**src/rtl/pperm_pkg.sv**
```systemverilog
package pperm_pkg;
  localparam int IMM_W   = 8;
  localparam int SLOTS   = 4;
  localparam int SEL_W   = IMM_W / SLOTS;

  typedef enum logic [1:0] {
    PM_WSHUF = 2'b00,
    PM_WEXT  = 2'b01,
    PM_WINS  = 2'b10,
    PM_DSHUF = 2'b11
  } pmode_e;
endpackage

```
**src/rtl/pperm_sel.sv**
```systemverilog
// One-of-N lane selector used by every shuffle slot.
module pperm_sel #(
  parameter int W = 16,
  parameter int N = 4,
  localparam int SW = $clog2(N)
) (
  input  logic [N*W-1:0] src_i,
  input  logic [SW-1:0]  sel_i,
  output logic [W-1:0]   y_o
);
  always_comb begin
    y_o = '0;
    for (int i = 0; i < N; i++) begin
      if (sel_i == SW'(i)) y_o = src_i[i*W +: W];
    end
  end
endmodule

```
**src/rtl/pperm_wshuf.sv**
```systemverilog
// Word shuffle: each destination slot picks any source word.
module pperm_wshuf
  import pperm_pkg::*;
#(
  parameter int WORD_W = 16,
  localparam int QW = SLOTS * WORD_W
) (
  input  logic [QW-1:0]    src_i,
  input  logic [IMM_W-1:0] imm_i,
  output logic [QW-1:0]    y_o
);
  for (genvar k = 0; k < SLOTS; k++) begin : g_slot
    pperm_sel #(.W(WORD_W), .N(SLOTS)) u_sel (
      .src_i (src_i),
      .sel_i (imm_i[k*SEL_W +: SEL_W]),
      .y_o   (y_o[k*WORD_W +: WORD_W])
    );
  end
endmodule

```
**src/rtl/pperm_wio.sv**
```systemverilog
// Single-word extract (zero extended) and insert; only imm[1:0] is decoded.
module pperm_wio
  import pperm_pkg::*;
#(
  parameter int WORD_W = 16,
  localparam int QW  = SLOTS * WORD_W,
  localparam int SCW = 2 * WORD_W
) (
  input  logic [QW-1:0]    a_i,
  input  logic [SEL_W-1:0] sel_i,
  input  logic [SCW-1:0]   sc_i,
  output logic [SCW-1:0]   ext_o,
  output logic [QW-1:0]    ins_o
);
  logic [WORD_W-1:0] picked;

  pperm_sel #(.W(WORD_W), .N(SLOTS)) u_pick (
    .src_i (a_i),
    .sel_i (sel_i),
    .y_o   (picked)
  );

  assign ext_o = {{(SCW-WORD_W){1'b0}}, picked};

  for (genvar k = 0; k < SLOTS; k++) begin : g_ins
    assign ins_o[k*WORD_W +: WORD_W] =
      (sel_i == SEL_W'(k)) ? sc_i[WORD_W-1:0] : a_i[k*WORD_W +: WORD_W];
  end
endmodule

```
**src/rtl/pperm_dshuf.sv**
```systemverilog
// Lane shuffle: low half of slots from operand A, high half from operand B.
module pperm_dshuf
  import pperm_pkg::*;
#(
  parameter int LANE_W = 32,
  localparam int VW = SLOTS * LANE_W
) (
  input  logic [VW-1:0]    a_i,
  input  logic [VW-1:0]    b_i,
  input  logic [IMM_W-1:0] imm_i,
  output logic [VW-1:0]    y_o
);
  for (genvar k = 0; k < SLOTS; k++) begin : g_lane
    if (k < SLOTS / 2) begin : g_from_a
      pperm_sel #(.W(LANE_W), .N(SLOTS)) u_sel (
        .src_i (a_i),
        .sel_i (imm_i[k*SEL_W +: SEL_W]),
        .y_o   (y_o[k*LANE_W +: LANE_W])
      );
    end else begin : g_from_b
      pperm_sel #(.W(LANE_W), .N(SLOTS)) u_sel (
        .src_i (b_i),
        .sel_i (imm_i[k*SEL_W +: SEL_W]),
        .y_o   (y_o[k*LANE_W +: LANE_W])
      );
    end
  end
endmodule

```
**src/rtl/pperm_unit.sv**
```systemverilog
module pperm_unit
  import pperm_pkg::*;
#(
  parameter int WORD_W  = 16,
  parameter bit REG_OUT = 1'b1,
  localparam int QW  = SLOTS * WORD_W,
  localparam int DW  = 2 * WORD_W,
  localparam int VW  = SLOTS * DW,
  localparam int SCW = 2 * WORD_W
) (
  input  logic             clk,
  input  logic             rst,
  input  logic [1:0]       mode_i,
  input  logic [IMM_W-1:0] imm_i,
  input  logic [VW-1:0]    opa_i,
  input  logic [VW-1:0]    opb_i,
  input  logic [SCW-1:0]   sc_i,
  output logic [VW-1:0]    res_o,
  output logic [SCW-1:0]   sc_o
);
  logic [QW-1:0]  wsh_y, ins_y;
  logic [SCW-1:0] ext_y;
  logic [VW-1:0]  dsh_y;
  logic [VW-1:0]  nxt_res;
  logic [SCW-1:0] nxt_sc;

  pperm_wshuf #(.WORD_W(WORD_W)) u_wshuf (
    .src_i (opb_i[QW-1:0]),
    .imm_i (imm_i),
    .y_o   (wsh_y)
  );

  pperm_wio #(.WORD_W(WORD_W)) u_wio (
    .a_i   (opa_i[QW-1:0]),
    .sel_i (imm_i[SEL_W-1:0]),
    .sc_i  (sc_i),
    .ext_o (ext_y),
    .ins_o (ins_y)
  );

  pperm_dshuf #(.LANE_W(DW)) u_dshuf (
    .a_i   (opa_i),
    .b_i   (opb_i),
    .imm_i (imm_i),
    .y_o   (dsh_y)
  );

  always_comb begin
    nxt_res = '0;
    nxt_sc  = '0;
    case (pmode_e'(mode_i))
      PM_WSHUF: nxt_res[QW-1:0] = wsh_y;
      PM_WEXT:  nxt_sc          = ext_y;
      PM_WINS:  nxt_res[QW-1:0] = ins_y;
      PM_DSHUF: nxt_res         = dsh_y;
      default:  nxt_res         = '0;
    endcase
  end

  if (REG_OUT) begin : g_reg
    always_ff @(posedge clk) begin
      if (rst) begin
        res_o <= '0;
        sc_o  <= '0;
      end else begin
        res_o <= nxt_res;
        sc_o  <= nxt_sc;
      end
    end

    AST_RST_CLR: assert property (@(posedge clk)
      rst |=> (res_o == '0 && sc_o == '0));
    AST_HI_ZERO: assert property (@(posedge clk) disable iff (rst)
      (mode_i != PM_DSHUF) |=> (res_o[VW-1:QW] == '0));
    AST_EXT_ZEXT: assert property (@(posedge clk) disable iff (rst)
      (mode_i == PM_WEXT) |=> (sc_o[SCW-1:WORD_W] == '0 && res_o == '0));
    AST_SC_IDLE: assert property (@(posedge clk) disable iff (rst)
      (mode_i != PM_WEXT) |=> (sc_o == '0));
    AST_INS_KEEP: assert property (@(posedge clk) disable iff (rst)
      (mode_i == PM_WINS && imm_i[SEL_W-1:0] != SEL_W'(SLOTS-1))
      |=> (res_o[QW-1:QW-WORD_W] == $past(opa_i[QW-1:QW-WORD_W])));
    AST_INS_PUT: assert property (@(posedge clk) disable iff (rst)
      (mode_i == PM_WINS && imm_i[SEL_W-1:0] == '0)
      |=> (res_o[WORD_W-1:0] == $past(sc_i[WORD_W-1:0])));
    AST_DSH_SRC: assert property (@(posedge clk) disable iff (rst)
      (mode_i == PM_DSHUF && imm_i[IMM_W-1:IMM_W-SEL_W] == '0)
      |=> (res_o[VW-1:VW-DW] == $past(opb_i[DW-1:0])));
  end else begin : g_comb
    assign res_o = nxt_res;
    assign sc_o  = nxt_sc;
  end
endmodule

```
**config.mk**
```make
export PLATFORM = sky130hd
export DESIGN_NAME = pperm_unit
export DESIGN_NICKNAME = d
export VERILOG_FILES = /design/src/rtl/pperm_pkg.sv /design/src/rtl/pperm_sel.sv /design/src/rtl/pperm_wshuf.sv /design/src/rtl/pperm_wio.sv /design/src/rtl/pperm_dshuf.sv /design/src/rtl/pperm_unit.sv
export SDC_FILE = /design/constraint.sdc
export NUM_CORES = 1
export LEC_CHECK = 0
export ABC_AREA = 1
export BUFFER_PORTS_ARGS = -buffer_cell sky130_fd_sc_hd__buf_2
export CORE_ASPECT_RATIO = 0.6
export CORE_MARGIN = 2
export CORE_UTILIZATION = 45
export DETAILED_ROUTE_END_ITERATION = 16
export HOLD_SLACK_MARGIN = 0.03
export PLACE_DENSITY = 0.75
export SLEW_MARGIN = 20
export SYNTH_ARGS = -nofsm -noshare
export SYNTH_HDL_FRONTEND = slang
export SYNTH_SLANG_ARGS = --single-unit
```
**constraint.sdc**
```tcl
create_clock -name clk -period 2.96 [get_ports clk]
set_clock_uncertainty 0.15 [all_clocks]
set_input_delay 0.296 -clock clk [delete_from_list [all_inputs] [get_ports clk]]
set_output_delay 0.296 -clock clk [all_outputs]
set_load 0.1 [all_outputs]
```
# Word-level counts from Yosys, hierarchy flattened
# Index checks and enable logic that the tools add are counted.
# totals
register_bits,160
inputBits,300
output_inout_bits,160
elab_cells,69
# classes
eq_ne,15
muxes,41
bitwise,2
reduce_logical,7
# op_table
op,n
2-to-1 mux 32 bit,16
2-to-1 mux 16 bit,24
one-hot mux 64 bit (3 select lines),1
"equality test 2 bit, second input constant",10
"equality test 2 x 1 -> 1 bit, second input constant",5
zero test 2 bit,5
OR reduction 2 bit,2
NOT 1 bit,2

# Depth between registers and ports, before layout
# depth
ltp_word,6
ltp_mapped,11
depth_no_buf,9

# Modules after synthesis
# Synthesis repeated with hierarchy kept, for this count alone.
# hier_totals
hier_cells,2240
hier_area_um2,13492.9
# by_module_without_submodules
module,n_inst,cells_per_inst,area_per_inst_um2,seq_area_each_um2
pperm_unit,1,793,5871.9,3203.1
pperm_sel (u_dshuf.g_lane[0].g_from_a.u_sel ...),4,186,968.4,0.0
pperm_sel (u_wio.u_pick ...),5,94,526.8,0.0
pperm_wio,1,233,1113.6,0.0

# Worst setup path before layout
# No wires, ideal clock.
# synth_path
path_type,input to register
start,input port imm_i[3]
end,register res_o[47]
setup_time_ns,0.132
arrival_ns,1.264
required_time_ns,2.678
setup_slack_ns,1.414
stages,9
n_path_buf,2
path_cell_list,buf_4 > inv_1 > nor2_1 > buf_2 > nand2_1 > nand3_1 > nand2_1 > nand2_1 > a21oi_1
# synth_via
elab_chain_len,6
elab_cells_between_ends,9
classes_between,eq/ne: 3; mux: 5; reduce/logical: 1
# synth_rtl
item,line_no,text
start: declaration,pperm_unit.sv:14,"input logic [IMM_W-1:0] imm_i,"
zero test 2 bit,pperm_sel.sv:14,if (sel_i == SW'(i)) y_o = src_i[i*W +: W];
2-to-1 mux 32 bit (3 in series),pperm_sel.sv:14,
2-to-1 mux 32 bit (*),pperm_sel.sv:14,
one-hot mux 64 bit (3 select lines) (*),pperm_unit.sv:51,case (pmode_e'(mode_i))
end signal: assignment,pperm_unit.sv:66,res_o <= nxt_res;
end: declaration,pperm_unit.sv:18,"output logic [VW-1:0] res_o,"
# Every way passes the cells marked *; elsewhere a longest branch is shown, timed or not.
# A chain may end at the register's enable or synchronous reset.

# Final worst setup path
# layout_path
start,input port imm_i[1]
end,register sc_o[14]
# layout_via
elab_chain_len,5
elab_cells_between_ends,8
classes_between,eq/ne: 3; mux: 4; reduce/logical: 1
# layout_rtl
item,line_no,text
zero test 2 bit,pperm_sel.sv:14,
2-to-1 mux 16 bit (3 in series),pperm_sel.sv:14,
2-to-1 mux 16 bit (*),pperm_sel.sv:14,
end signal: assignment,pperm_unit.sv:67,sc_o <= nxt_sc;
end: declaration,pperm_unit.sv:19,output logic [SCW-1:0] sc_o
# Marks and branches as above.

==> results.ini <==
[yosys]
synth_area_leaders = dfxtp_1 (25%), nand2_1 (19%), a21oi_1 (11%)
async_flop_share_pct = 0
synth_top_area_share_pct = 25.0
synth_edf_count = 0
synth_ff_type = dfxtp_1
yosysSeqAreaShare_pct = 25.0
syn_area_sq_um = 11500
yosysMostFrequentCell = nand2_1
avgSynthCellArea_sq_um = 5.54
ys_top_cells_by_count = nand2_1 (584), inv_1 (298), a21oi_1 (265), nand3_1 (217), o21ai_0 (153)
synth_top_area_cell = dfxtp_1
ys_ff_latch = 144
yosys_warnings = 0
synth_cell_type_count = 26
synthCells = 2082

[clocking]
post_cts_buffers = 0
cts_root_buffer = clkbuf_16
clock_path_buffers = 2
clkTransAtPathRegs_ns = 0.07
htreeDepth = 4
cts_tree = done
cts_buffers = 17
clock-sinks = 144

[floorplanning]
rows = 45
ios = 460
start_util_pct = 45.8
die_w_um = 211
dieArea_sq_um = 27000
core_sq_um = 25200
die_h_um = 128

[timing]
fin_hold_ws_ns = 0.0366
rsz0062_at_grt = false
slew_headroom_pct = 42.7
fin_setup_tns_ns = 0
report.final.slew_viol_count = 0
worst_pin_slew_ns = 0.856
final-setup-viol-count = 0
fmax_ghz = 0.477
final-hold-violation-count = 0
final.setup.worst_slack_ns = 0.864
period_minus_slack_ns = 2.10
min_period_over_period_pct = 70.8

[routing]
routedWlPerCell_um = 21.1
remaining_drc_errors = 0
wl_um = 59300
first_pass_iters = 6
drt-initial-drc-count = 2364
ant_nets = 0
vias = 16400
vias_per_cell = 5.84

[critical_path]
critPathKind = input pin to flop
critical_path_arrival_ns = 2.28
crit_required_ns = 3.14
critPathMaxFanout = 12
cp-start-kind = input pin
end_kind = flop

[cells_and_area]
design_area_sq_um = 14800
fill_cells = 2634
layout-drive-gt1-share_pct = 22.1
nets = 2763
area_growth_pct = 28.4

[min_path]
hold_path_depth = 5
hold_path.class = input pin to flop

[power_and_ir_drop]
p_per_area_nw_per_um2 = 479
vdd_drop_max_v = 0.000367
p_leak_nw = 8.44
finalPower_mw = 7.11

[global_route]
grt_usage_pct = 42.5
antenna_found_initial = 5
grt_overflow = 0
grt_pass1_wl_um = 87100
grt_max_degree = 80
grt_pass1_vias = 14800

[place]
numPortBuffers = 427
place_ws_ns = 0.672
dpl_cell_area_sq_um = 14000
dp_hpwl_um = 44600
gp_congestion = 0.969

[run_status]
outcome = complete, no violations

[flow_run]
drv_cap = 0

[cell usage in the layout, fill, tap and decap left out, drive strengths merged]
master,n
o21ai,153
inv,303
nand3,217
o221ai,39
dfxtp,144
bufinv,5
diode,7
clkinvlp,2
o211ai,25
a31oi,1
or2,11
nand3b,1
buf,488
a21oi,265
o21a,3
nand2,587
dlygate4sd3,16
clkbuf,19
nor2,151
nor3,1
clkinv,7
conb,16
o2111ai,20
[power breakdown]
group	switching, mW	total [mW]	internal [mW]
logic	1.98	2.59	0.610
clock network	0.938	2.44	1.51
registers	0.0354	2.07	2.04
total	2.95	7.11	4.16
[stage by stage]
| stage | utilization, % | std cells |
|---|---|---|
| 2_1_floorplan | - | 2097 |
| 3_3_place_gp | 55.6 | 2757 |
| 3_5_place_dp | 55.6 | 2757 |
| 4_1_cts | 58.7 | 2803 |
| 5_1_grt | 58.7 | 2804 |
| 6_report | 58.8 | 2810 |
[state kept, by name (all words and copies together), names as in the netlist]
name   count
res_o    128
sc_o      16
[cell type report]
class                      count  area [sq um]  area share [%]
clock buffer                  19           443            2.99
inverter                     306          1150            7.75
tap                          329           412            2.78
multi-input combinational   1490          6880            46.4
antenna                        7          17.5           0.118
timing repair buffer         504          2860            19.3
clock inverter                11           189            1.27
sequential                   144          2880            19.4
[per-layer routing]
| metal | share of wire [%] | global-route usage [%] | up-vias |
|---|---|---|---|
| met1 | 40 | 58.5 | 7481 |
| met3 | 13 | 10.7 | 187 |
| met4 | 3.9 | 15.8 | 0 |
| met2 | 42 | 64.1 | 1293 |
| li1 | - | - | 7444 |
| met5 | 0 | 0 | - |
[what timing repair did]
action,4_1_cts,5_1_grt
hold buffers,16,0
resized for setup,0,0
endpoints found under the hold margin,22,0
endpoints found under the setup margin,0,0
[worst max-delay path, cell delays in order]
cell and delay (ns):
buf_2 0.15, nand2_2 0.13, clkinv_1 0.48, buf_4 0.37
a21oi_1 0.17, a31oi_1 0.12, dlygate4sd3_1 0.57
[cell families (layout without fill, tap and decap cells)]
family | after synthesis | count (layout) | share of synthesized area [%]
AOI/OAI and AO/OA | 506 | 506 | 24.5
buffers and inverters | 463 | 840 | 16.3
DFF | 144 | 144 | 25.0
other | 1 | 23 | 0.0325
and+or+nand+nor | 968 | 968 | 34.2
[path summary, 6_finish.rpt]
path	endpoint	slack, ns	from
min	res_o[117]$_SDFF_PP0_	0.04	opb_i[117]
max	sc_o[14]$_SDFF_PP0_	0.86	imm_i[1]
(Power assumes the default switching activity.)
